## src/rtl/mulx_pkg.sv

```systemverilog
package mulx_pkg;
  typedef enum logic [1:0] {
    OP_SMUL = 2'd0,
    OP_UMUL = 2'd1,
    OP_LMUL = 2'd2,
    OP_QMUL = 2'd3
  } mulx_op_e;
endpackage

```

## src/rtl/mulx_lat.sv

```systemverilog
// Picks the countdown load value (latency minus one) from mode and speed.
module mulx_lat
  import mulx_pkg::*;
#(
  parameter int CW            = 4,
  parameter int LAT_SHORT_STD = 2,
  parameter int LAT_SHORT_HS  = 1,
  parameter int LAT_LONG_STD  = 9,
  parameter int LAT_LONG_HS   = 5,
  parameter int LAT_FRAC_STD  = 8,
  parameter int LAT_FRAC_HS   = 4
) (
  input  mulx_op_e        op,
  input  logic            fast,
  output logic [CW-1:0]   load
);
  always_comb begin
    case (op)
      OP_LMUL: load = fast ? CW'(LAT_LONG_HS - 1)  : CW'(LAT_LONG_STD - 1);
      OP_QMUL: load = fast ? CW'(LAT_FRAC_HS - 1)  : CW'(LAT_FRAC_STD - 1);
      default: load = fast ? CW'(LAT_SHORT_HS - 1) : CW'(LAT_SHORT_STD - 1);
    endcase
  end
endmodule

```

## src/rtl/mulx_arith.sv

```systemverilog
// Combinational product and flag generation for all four modes.
module mulx_arith
  import mulx_pkg::*;
#(
  parameter int DW = 16
) (
  input  mulx_op_e        op,
  input  logic [DW-1:0]   a,
  input  logic [DW-1:0]   b,
  output logic [DW-1:0]   dst,
  output logic [DW-1:0]   aux,
  output logic            aux_we,
  output logic            s,
  output logic            z,
  output logic            c
);
  localparam int HW = DW / 2;
  localparam int PW = 2 * DW;

  logic [DW-1:0] sxa, sxb, zxa, zxb, sprod, uprod;
  logic [PW-1:0] lxa, lxb, lprod, qprod;

  always_comb begin
    sxa   = {{HW{a[HW-1]}}, a[HW-1:0]};
    sxb   = {{HW{b[HW-1]}}, b[HW-1:0]};
    zxa   = {{HW{1'b0}}, a[HW-1:0]};
    zxb   = {{HW{1'b0}}, b[HW-1:0]};
    sprod = sxa * sxb;
    uprod = zxa * zxb;
    lxa   = {{DW{a[DW-1]}}, a};
    lxb   = {{DW{b[DW-1]}}, b};
    lprod = lxa * lxb;
    qprod = {lprod[PW-2:0], 1'b0};
  end

  always_comb begin
    aux    = '0;
    aux_we = 1'b0;
    c      = 1'b0;
    case (op)
      OP_SMUL: dst = sprod;
      OP_UMUL: dst = uprod;
      OP_LMUL: begin
        dst    = lprod[PW-1:DW];
        aux    = lprod[DW-1:0];
        aux_we = 1'b1;
        c      = lprod[DW-1];
      end
      default: begin
        dst = qprod[PW-1:DW];
        c   = qprod[DW-1];
      end
    endcase
  end

  assign s = dst[DW-1];
  assign z = (dst == '0);
endmodule

```

## src/rtl/mulx_seq.sv

```systemverilog
// Handshake and latency countdown.
module mulx_seq #(
  parameter int CW = 4
) (
  input  logic            clk,
  input  logic            rst_n,
  input  logic            in_valid,
  input  logic [CW-1:0]   load,
  output logic            in_ready,
  output logic            accept,
  output logic            fin,
  output logic            done
);
  logic          busy;
  logic [CW-1:0] cnt;

  assign in_ready = ~busy;
  assign accept   = in_valid & ~busy;
  assign fin      = busy & (cnt == '0);

  always_ff @(posedge clk or negedge rst_n) begin
    if (!rst_n) begin
      busy <= 1'b0;
      cnt  <= '0;
      done <= 1'b0;
    end else begin
      done <= fin;
      if (accept) begin
        busy <= 1'b1;
        cnt  <= load;
      end else if (fin) begin
        busy <= 1'b0;
      end else if (busy) begin
        cnt <= cnt - 1'b1;
      end
    end
  end
endmodule

```

## src/rtl/mulx_unit.sv

```systemverilog
module mulx_unit
  import mulx_pkg::*;
#(
  parameter int DW            = 16,
  parameter int LAT_SHORT_STD = 2,
  parameter int LAT_SHORT_HS  = 1,
  parameter int LAT_LONG_STD  = 9,
  parameter int LAT_LONG_HS   = 5,
  parameter int LAT_FRAC_STD  = 8,
  parameter int LAT_FRAC_HS   = 4
) (
  input  logic          clk,
  input  logic          rst_n,
  input  logic          in_valid,
  output logic          in_ready,
  input  logic [1:0]    in_op,
  input  logic          in_fast,
  input  logic [DW-1:0] in_src,
  input  logic [DW-1:0] in_mplr,
  output logic          done,
  output logic [DW-1:0] res_dst,
  output logic [DW-1:0] res_aux,
  output logic          aux_we,
  output logic          flag_s,
  output logic          flag_z,
  output logic          flag_c
);
  localparam int M1   = (LAT_SHORT_STD > LAT_SHORT_HS) ? LAT_SHORT_STD : LAT_SHORT_HS;
  localparam int M2   = (LAT_LONG_STD > LAT_LONG_HS) ? LAT_LONG_STD : LAT_LONG_HS;
  localparam int M3   = (LAT_FRAC_STD > LAT_FRAC_HS) ? LAT_FRAC_STD : LAT_FRAC_HS;
  localparam int M12  = (M1 > M2) ? M1 : M2;
  localparam int LMAX = (M12 > M3) ? M12 : M3;
  localparam int CW   = $clog2(LMAX + 1);

  mulx_op_e      op_q;
  logic [DW-1:0] a_q, b_q;
  logic [CW-1:0] load;
  logic          accept, fin;
  logic [DW-1:0] c_dst, c_aux;
  logic          c_we, c_s, c_z, c_c;

  mulx_lat #(
    .CW(CW), .LAT_SHORT_STD(LAT_SHORT_STD), .LAT_SHORT_HS(LAT_SHORT_HS),
    .LAT_LONG_STD(LAT_LONG_STD), .LAT_LONG_HS(LAT_LONG_HS),
    .LAT_FRAC_STD(LAT_FRAC_STD), .LAT_FRAC_HS(LAT_FRAC_HS)
  ) u_lat (
    .op   (mulx_op_e'(in_op)),
    .fast (in_fast),
    .load (load)
  );

  mulx_seq #(.CW(CW)) u_seq (
    .clk      (clk),
    .rst_n    (rst_n),
    .in_valid (in_valid),
    .load     (load),
    .in_ready (in_ready),
    .accept   (accept),
    .fin      (fin),
    .done     (done)
  );

  mulx_arith #(.DW(DW)) u_arith (
    .op     (op_q),
    .a      (a_q),
    .b      (b_q),
    .dst    (c_dst),
    .aux    (c_aux),
    .aux_we (c_we),
    .s      (c_s),
    .z      (c_z),
    .c      (c_c)
  );

  // Operand capture at acceptance.
  always_ff @(posedge clk or negedge rst_n) begin
    if (!rst_n) begin
      op_q <= OP_SMUL;
      a_q  <= '0;
      b_q  <= '0;
    end else if (accept) begin
      op_q <= mulx_op_e'(in_op);
      a_q  <= in_src;
      b_q  <= in_mplr;
    end
  end

  // Result capture on the final countdown cycle.
  always_ff @(posedge clk or negedge rst_n) begin
    if (!rst_n) begin
      res_dst <= '0;
      res_aux <= '0;
      aux_we  <= 1'b0;
      flag_s  <= 1'b0;
      flag_z  <= 1'b0;
      flag_c  <= 1'b0;
    end else if (fin) begin
      res_dst <= c_dst;
      res_aux <= c_aux;
      aux_we  <= c_we;
      flag_s  <= c_s;
      flag_z  <= c_z;
      flag_c  <= c_c;
    end
  end
endmodule

```

## config.mk

```make
export PLATFORM = sky130hd
export DESIGN_NAME = mulx_unit
export DESIGN_NICKNAME = d
export VERILOG_FILES = /design/src/rtl/mulx_pkg.sv /design/src/rtl/mulx_lat.sv /design/src/rtl/mulx_arith.sv /design/src/rtl/mulx_seq.sv /design/src/rtl/mulx_unit.sv
export SDC_FILE = /design/constraint.sdc
export NUM_CORES = 1
export LEC_CHECK = 0
export BUFFER_PORTS_ARGS = -buffer_cell sky130_fd_sc_hd__buf_4
export CORE_UTILIZATION = 57
export CTS_CLUSTER_DIAMETER = 30
export DETAILED_ROUTE_END_ITERATION = 10
export PLACE_DENSITY = 0.72
export SLEW_MARGIN = 40
export SYNTH_ARGS = -nofsm -noshare
export SYNTH_HDL_FRONTEND = slang
export SYNTH_SLANG_ARGS = --single-unit
```

## constraint.sdc

```tcl
create_clock -name clk -period 12.32 [get_ports clk]
set_input_delay 0.616 -clock clk [delete_from_list [all_inputs] [get_ports clk]]
set_output_delay 0.616 -clock clk [all_outputs]
set_load 0.02 [all_outputs]
```

==> flow_summary.toml, run 1 <==
[die]
initial_core_util = 0.579
fp-row-count = 63
core_area_um2 = 29600
dieArea_um2 = 30800
die_h_um = 176
pin_count = 76
die_w_um = 176

[finish]
multiInputGateArea_um2 = 13400
register_area_um2 = 1880
post-route-util = 0.620
final_layout_size_suffix_gt1_frac = 0.0912
final_common_cell = "inv_1"
fillCellCount = 2567
syn_to_final_growth_pct = 7.11
fin_cells = 2256
fin_area_um2 = 18400
mostFrequentLayoutCells = "445 x inv_1, 347 x fa_1, 201 x nand2_1"
nNetsFinal = 2386

[sta]
setup_viol_count_final = 0
max_slew_margin = 0.405
hold_viol_final = 0
fin_setup_tns_ns = 0
slew_viol_final = 0
fin_crit_sh = 0.609
worst_pin_slew_ns = 0.870
final.min_clock_period_ns = 7.50
fmax_mhz = 133
finClkSkew_ns = 0.0113
rsz0062_at_grt = "no"

[place]
dp_hpwl_mm = 36.1
dpl.cell_count = 2238
gp_congestion = 0.933
io_buffers = 75
dpl_cell_area_um2 = 18000

[clock_tree]
clock_path_buffers = 2
clk_pin_slew_ns = 0.07
cts_tree = "built"
cts_post_setup_buffers_inserted = 0
ctsResizeCount = 0
clk_latency_ns = 0.37
h-tree-depth = 3
cts_hold_buf = 0
cts.sinks = 75
cts_root_buf = "clkbuf_16"
numCtsBuffers = 9

[synthesis]
yosysSeqAreaShare = 0.109
synth_seq_cells = 75
synth_enable_flop_cells = 0
async_flop_share = 1.00
syn_avg_cell_area_um2 = 9.40
synth_area_um2 = 17200
syn_inst = 1826
syn-num-nets = 2352
ys.flop_type = "dfrtp_1"
synthDistinctLibCells = 80
yosys_warnings = 0

[setup_path]
critPathKind = "reg2reg"
endpoint_kind = "flip-flop"
arrival_ns = 7.76
critPathLaunchType = "flip-flop"
critPathRequiredTime_ns = 12.58
rr_startpoint = "b_q[2]"
path_max_fanout = 17
setup.worst_path.start = "b_q[2]"

[run]
drv_cap = 0

[route]
drt_iter0_drc = 843
drt-total-wl_mm = 43.9
viasPerCell = 5.69
dr.pass1.iters = 5
vias = 12800
avgRoutedWirePerCell_um = 19.5
ant_nets = 0
drc_errors = 0

[grt]
grt_pass1_vias = 13800
grt_max_degree = 76
grt_pass1_wl_mm = 71.4
antenna_found_initial = 3
track_usage = 0.306
grt_overflow = 0

[run_status]
outcome = "finished, final reports clean"

[hold_path]
hold_class = "in2async"
[registers in the layout (all words and copies together) (netlist names), 2 cells and up]
signal,cells
a_q,16
u_seq.cnt,4
res_aux,16
op_q,2
res_dst,16
b_q,16
[routing by layer]
layer / track usage / routed length, um / up-vias
li1: - / - / 5693
met1: 0.382 / 17300 / 6642
met2: 0.519 / 22100 / 391
met3: 0.0481 / 2350 / 115
met4: 0.149 / 2080 / 2
met5: 0 / 9 / -
[cell type report]
class                           instances  share of cell area
Antenna cell                            1            0.000136
Clock buffer                           10              0.0130
Clock inverter                          6             0.00388
Inverter                              447              0.0913
Multi-Input combinational cell       1243               0.727
Sequential cell                        75               0.102
Tap cell                              390              0.0266
Timing Repair Buffer                   84              0.0356
[worst max-delay path: stages, from the launching register on]
cell      delay [ns]
dfrtp_1         0.82
nand2_1         0.19
inv_1           0.12
fa_1            0.57
fa_1            0.90
fa_1            0.53
fa_1            0.50
fa_1            0.49
inv_1           0.05
fa_1            0.47
inv_1           0.04
ha_1            0.38
a21oi_4         0.19
o21ai_2         0.11
or4_1           0.52
or3_4           0.37
nand2_2         0.09
o211ai_1        0.16
a222oi_1        0.46
o21ai_0         0.24
nand4_1         0.12
o21ai_1         0.06
[worst paths after layout]
check                                  end  slack [ns]  depth (start not counted)
worst max register to register      flag_z        4.82                         21
max in group asynchronous           b_q[7]       11.64                          2
min in group clk                   b_q[15]        0.46                          3
worst min register to register  res_aux[2]        0.48                          2
worst max-delay path                flag_z        4.82                         21
worst min-delay path            res_aux[1]        0.11                          1
[synth_stat cells (12+ instances only)]
cell type / n / area (um2)
a21o_1: 14 / 105
nor3_1: 12 / 60.1
xnor2_1: 41 / 359
nor2_1: 54 / 203
ha_1: 141 / 1760
and2_1: 105 / 657
clkbuf_1: 52 / 195
xor2_1: 16 / 140
nand2_1: 201 / 754
o21ai_0: 38 / 190
mux2_2: 38 / 428
fa_1: 347 / 6950
o211ai_1: 12 / 90.1
dfrtp_1: 75 / 1880
a21oi_1: 41 / 205
a211oi_1: 12 / 90.1
nand3_1: 14 / 70.1
nand2b_1: 12 / 75.1
inv_1: 445 / 1670
[stage by stage]
| stage | worst slack, ns | hold slack, ns |
|---|---|---|
| floorplan | 5.48 | 0.320 |
| global placement | 4.95 | 0.456 |
| detailed placement | 4.84 | 0.466 |
| CTS | 4.85 | 0.320 |
| global route | 4.48 | 0.131 |
| finish | 4.82 | 0.109 |
[kinds of logic after synthesis]
kind of cell,count (synthesis),synth area share
xor+xnor,57,0.0291
fa+ha+maj,488,0.508
mux,46,0.0318
buf+inv,508,0.112
compound gates,203,0.0843
simple gates,449,0.126
flops,75,0.109
Power of run 1 is not shown: default switching activity piles up to over one toggle a cycle in this logic, so the estimate is an artifact.
==> run 2: changes to the inputs <==
- PLACE_DENSITY: 0.72 -> 0.75
- clock period: 12.32 -> 6.52 ns (I/O delays scaled with it)
==> run 2 against run 1 <==
Non-clock buffer count is 184 higher. Critical path depth down 1. Critical endpoint is now res_dst[12]. Register-to-register slack lost 4.9 ns. Clock-buffer cell count is 1 higher. The flow now finishes with violations (setup timing). Global-route usage is 1.3 points higher. Final area grew 10%.
==> flow_summary.toml, run 2 (synthesized netlist as in run 1, its figures left out) <==
[sta]
fin_crit_sh = 1.02
finClkSkew_ns = 0.00795
hold_viol_final = 0
setup_slack_ns = -0.123
fmax_mhz = 151
final.min_clock_period_ns = 6.64
slew_viol_final = 0
hold_slack_ns = 0.171
setup_viol_count_final = 6
max_slew_margin = 0.433
rsz0062_at_grt = "yes"
worst_pin_slew_ns = 0.851

[route]
dr.pass1.iters = 6
drc_errors = 0
avgRoutedWirePerCell_um = 19.1
drt_iter0_drc = 1138
viasPerCell = 5.59
vias = 13600
drt-total-wl_mm = 46.6
ant_nets = 0
met3WireLength_mm = 2.47
top_layer = "met4"
wl_met2_mm = 24.2
m1WireLength_mm = 18.1

[grt]
track_usage = 0.319
antenna_found_initial = 1
grt_overflow = 0
grt_pass1_wl_mm = 75.2
grt_pass1_vias = 14600
grt_max_degree = 43

[setup_path]
arrival_ns = 6.90
critPathLaunchType = "flip-flop"
endpoint_kind = "flip-flop"
crit_family = "adder cells"
path_common_cell = "fa_1"
slowest_delay_ns = 0.68
path_max_fanout = 8
critPathKind = "reg2reg"
path_cells = "nand2_2 -> inv_2 -> fa_2 -> fa_2 -> buf_6 -> fa_1 -> fa_1 -> fa_1 -> fa_1 -> ha_4 -> a21oi_4 -> o21ai_4 -> or4_4 -> or3_4 -> a41oi_2 -> xor2_2 -> a222oi_1 -> buf_4 -> buf_4 -> mux2_4"
slowest_stage = "fa_2"
critPathRequiredTime_ns = 6.77
path_buf_inv = 4

[clock_tree]
clk_latency_ns = 0.37
clk_pin_slew_ns = 0.06
clock_path_buffers = 2
cts.sinks = 75
h-tree-depth = 3
cts_tree = "built"
cts_root_buf = "clkbuf_16"
numCtsBuffers = 9

[finish]
final_common_cell = "inv_1"
mostFrequentLayoutCells = "434 x inv_1, 336 x fa_1, 249 x buf_4"
syn_to_final_growth_pct = 18.3
fin_area_um2 = 20300
final_layout_size_suffix_gt1_frac = 0.219
nNetsFinal = 2570
fillCellCount = 2313
fin_cells = 2440

[place]
dpl.cell_count = 2379
gp_congestion = 0.979
dpl_cell_area_um2 = 19200
io_buffers = 75
dp_hpwl_mm = 39.1

[hold_path]
hold_class = "in2reg"

[die]
pin_count = 76
die_w_um = 176
dieArea_um2 = 30800
fp-row-count = 63
core_area_um2 = 29600
die_h_um = 176
initial_core_util = 0.579

[run]
drv_cap = 0

[run_status]
outcome = "finished with violations"
violations = "setup timing"
-- run 2: cell count changes in the layout (fill, tap and decap cells not counted), sizes merged --
cell         delta
buf           +182
clkbuf          +2
bufinv          +1
clkinv          -1
dlygate4sd3     +1
inv             -1
-- run 2: layout make-up --
| type | count | area (um2) | share of cell area |
|---|---|---|---|
| well taps | 390 | 488 | 0.0240 |
| repair buffers | 268 | 2140 | 0.105 |
| clock buffers | 11 | 243 | 0.0120 |
| multi-input cells | 1243 | 13800 | 0.678 |
| diodes | 1 | 2.50 | 0.000123 |
| inverters | 447 | 1680 | 0.0827 |
| clock inverters | 5 | 85.1 | 0.00419 |
| flip-flops and latches | 75 | 1900 | 0.0938 |
-- run 2: final timing paths --
kind                                   from           to  slack [ns]  depth (start not counted)
worst max-delay path                a_q[15]  res_dst[12]       -0.12                         20
worst min-delay path            in_mplr[15]      b_q[15]        0.17                          3
worst max register to register      a_q[15]  res_dst[12]       -0.12                         20
worst min register to register   res_aux[5]   res_aux[5]        0.48                          2
max in group asynchronous             rst_n       b_q[9]        5.00                          3
min in group asynchronous             rst_n  res_dst[12]        0.49                          2
-- run 2: routing by layer --
metal | vias to the layer above | GRT usage
li1 | 6058 | -
met1 | 6956 | 0.402
met2 | 501 | 0.562
met3 | 122 | 0.0320
met4 | 0 | 0.133
met5 | - | 0
-- run 2: repair_timing --
| item | 4_1_cts | 5_1_grt |
|---|---|---|
| buffers inserted | 9 | 35 |
| resized for setup | 47 | 81 |
| hold buffers | 1 | 0 |
| hold endpoints to repair | 39 | 0 |
| setup endpoints to repair | 10 | 14 |
| pin swaps | 29 | 52 |
-- run 2: metrics by stage --
stage | util | worst slack, ns | setup TNS (ns)
2_1_floorplan | - | 0.0349 | 0
3_3_place_gp | 0.648 | -0.234 | -0.840
3_5_place_dp | 0.648 | -0.306 | -1.63
4_1_cts | 0.667 | -0.0614 | -0.115
5_1_grt | 0.685 | -0.319 | -1.70
6_report | 0.685 | -0.123 | -0.371
-- run 2: worst register-to-register path: stages, from the launching register on --
cell and delay (ns):
dfrtp_2 0.49, nand2_2 0.12, inv_2 0.05, fa_2 0.68
fa_2 0.51, buf_6 0.15, fa_1 0.54, fa_1 0.44
fa_1 0.48, fa_1 0.60, ha_4 0.22, a21oi_4 0.17
o21ai_4 0.07, or4_4 0.52, or3_4 0.39, a41oi_2 0.23
xor2_2 0.20, a222oi_1 0.12, buf_4 0.19, buf_4 0.12
mux2_4 0.25
Power of run 2 is left out for the same reason.
==> run 3: changes to the inputs <==
- TNS_END_PERCENT: default -> 30
==> run 3 against run 2 <==
The flow still finishes with violations (setup timing). Critical path depth up 1. Critical path type unchanged. Fmax decreased by 1.1%. Sequential share of layout area grew 0.17 points. Critical endpoint is now flag_z. Global-route usage is essentially flat. Hold slack better by 0.0024 ns. Largest cell class unchanged. Via count decreased by 1.6%.
==> flow_summary.toml, run 3 (synthesized netlist as in run 1, its figures left out) <==
[route]
avgRoutedWirePerCell_um = 19.0
drt_iter0_drc = 1050
drc_errors = 0
ant_nets = 0
viasPerCell = 5.58
dr.pass1.iters = 5
drt-total-wl_mm = 45.7
vias = 13400

[clock_tree]
clk_latency_ns = 0.37
cts_tree = "built"
cts_root_buf = "clkbuf_16"
clk_pin_slew_ns = 0.06
clock_path_buffers = 2
cts.sinks = 75
h-tree-depth = 3
numCtsBuffers = 9

[sta]
finClkSkew_ns = 0.00755
fin_crit_sh = 1.03
setup_viol_count_final = 5
hold_viol_final = 0
slew_viol_final = 0
final.min_clock_period_ns = 6.72
rsz0062_at_grt = "yes"
setup_slack_ns = -0.198
fin_setup_tns_ns = -0.529
max_slew_margin = 0.426
fmax_mhz = 149
worst_pin_slew_ns = 0.861
hold_slack_ns = 0.174

[setup_path]
path_max_fanout = 5
critPathLaunchType = "flip-flop"
endpoint_kind = "flip-flop"
r2r_setup_slack_ns = -0.20
slowest_stage = "fa_2"
path_common_cell = "fa_1"
critPathKind = "reg2reg"
rr_startpoint = "b_q[3]"
worst_r2r_path_depth = 21
path_cells = "buf_12 -> and2_1 -> fa_2 -> fa_2 -> buf_4 -> fa_1 -> fa_1 -> fa_1 -> fa_1 -> ha_1 -> inv_2 -> o21ai_2 -> or4_4 -> or3_4 -> a41oi_2 -> xor2_2 -> a222oi_1 -> buf_4 -> nor4_2 -> nand4_1 -> o21ai_1"
slowest_delay_ns = 0.68
critPathRequiredTime_ns = 6.81
setup.worst_path.start = "b_q[3]"
arrival_ns = 7.01

[run]
drv_cap = 0

[grt]
grt_overflow = 0
grt_pass1_vias = 14600
track_usage = 0.319
antenna_found_initial = 1
grt_pass1_wl_mm = 75.1
grt_max_degree = 43

[finish]
mostFrequentLayoutCells = "444 x inv_1, 340 x fa_1, 223 x buf_4"
syn_to_final_growth_pct = 15.4
final_layout_size_suffix_gt1_frac = 0.180
final_common_cell = "inv_1"
fin_cells = 2405
nNetsFinal = 2535

[die]
pin_count = 76
fp-row-count = 63
die_h_um = 176
core_area_um2 = 29600
dieArea_um2 = 30800
die_w_um = 176
initial_core_util = 0.579

[hold_path]
hold_depth = 3
min_from = "in_mplr[15]"
hold_class = "in2reg"

[place]
gp_congestion = 0.979
post-place-ws_ns = -0.306
io_buffers = 75
dpl.cell_count = 2379
dp_hpwl_mm = 39.1

[run_status]
violations = "setup timing"
outcome = "finished with violations"
==> run 3: worst max-delay path: cells and delay by family (launching register included) <==
kind | cells | cell delay [ns]
and+or+nand+nor | 5 | 1.41
AOI/OAI and AO/OA | 4 | 0.59
DFF | 1 | 0.41
adders and majority gates | 7 | 3.42
xor gates and xnor gates | 1 | 0.21
buffers and inverters | 4 | 0.58
==> run 3: through the flow <==
step	area (um2)	util
after global placement	19200	0.648
final	19800	0.668
after CTS	19700	0.665
after global routing	19800	0.668
after floorplan	17200	-
after detailed placement	19200	0.648
==> run 3: worst paths after layout <==
path	endpoint
worst min register to register	res_aux[5]
min in group asynchronous	res_dst[12]
worst max-delay path	flag_z
worst max register to register	flag_z
max in group asynchronous	b_q[7]
worst min-delay path	b_q[15]
==> run 3: cell type report <==
cell class | instances | area [um2]
inverters | 447 | 1680
well taps | 390 | 488
multi-input cells | 1243 | 13600
clock inverters | 5 | 85.1
diodes | 1 | 2.50
fillers | 2384 | 9830
flip-flops and latches | 75 | 1890
repair buffers | 233 | 1860
clock buffers | 11 | 243
==> run 3: repair_timing <==
item	4_1_cts	5_1_grt
gates resized for setup	31	24
hold endpoints to repair	39	0
gates cloned	0	0
hold buffers	1	0
setup buffers	7	1
pin swaps	23	7
endpoints found under the setup margin	10	14
==> run 3: layer usage <==
metal / track usage / up-vias / wire length [um]
met5: 0 / - / 0
met4: 0.137 / 0 / 1990
met3: 0.0361 / 127 / 2420
met2: 0.559 / 453 / 23400
met1: 0.400 / 6842 / 17900
li1: - / 5995 / -
Power of run 3 is left out for the same reason.
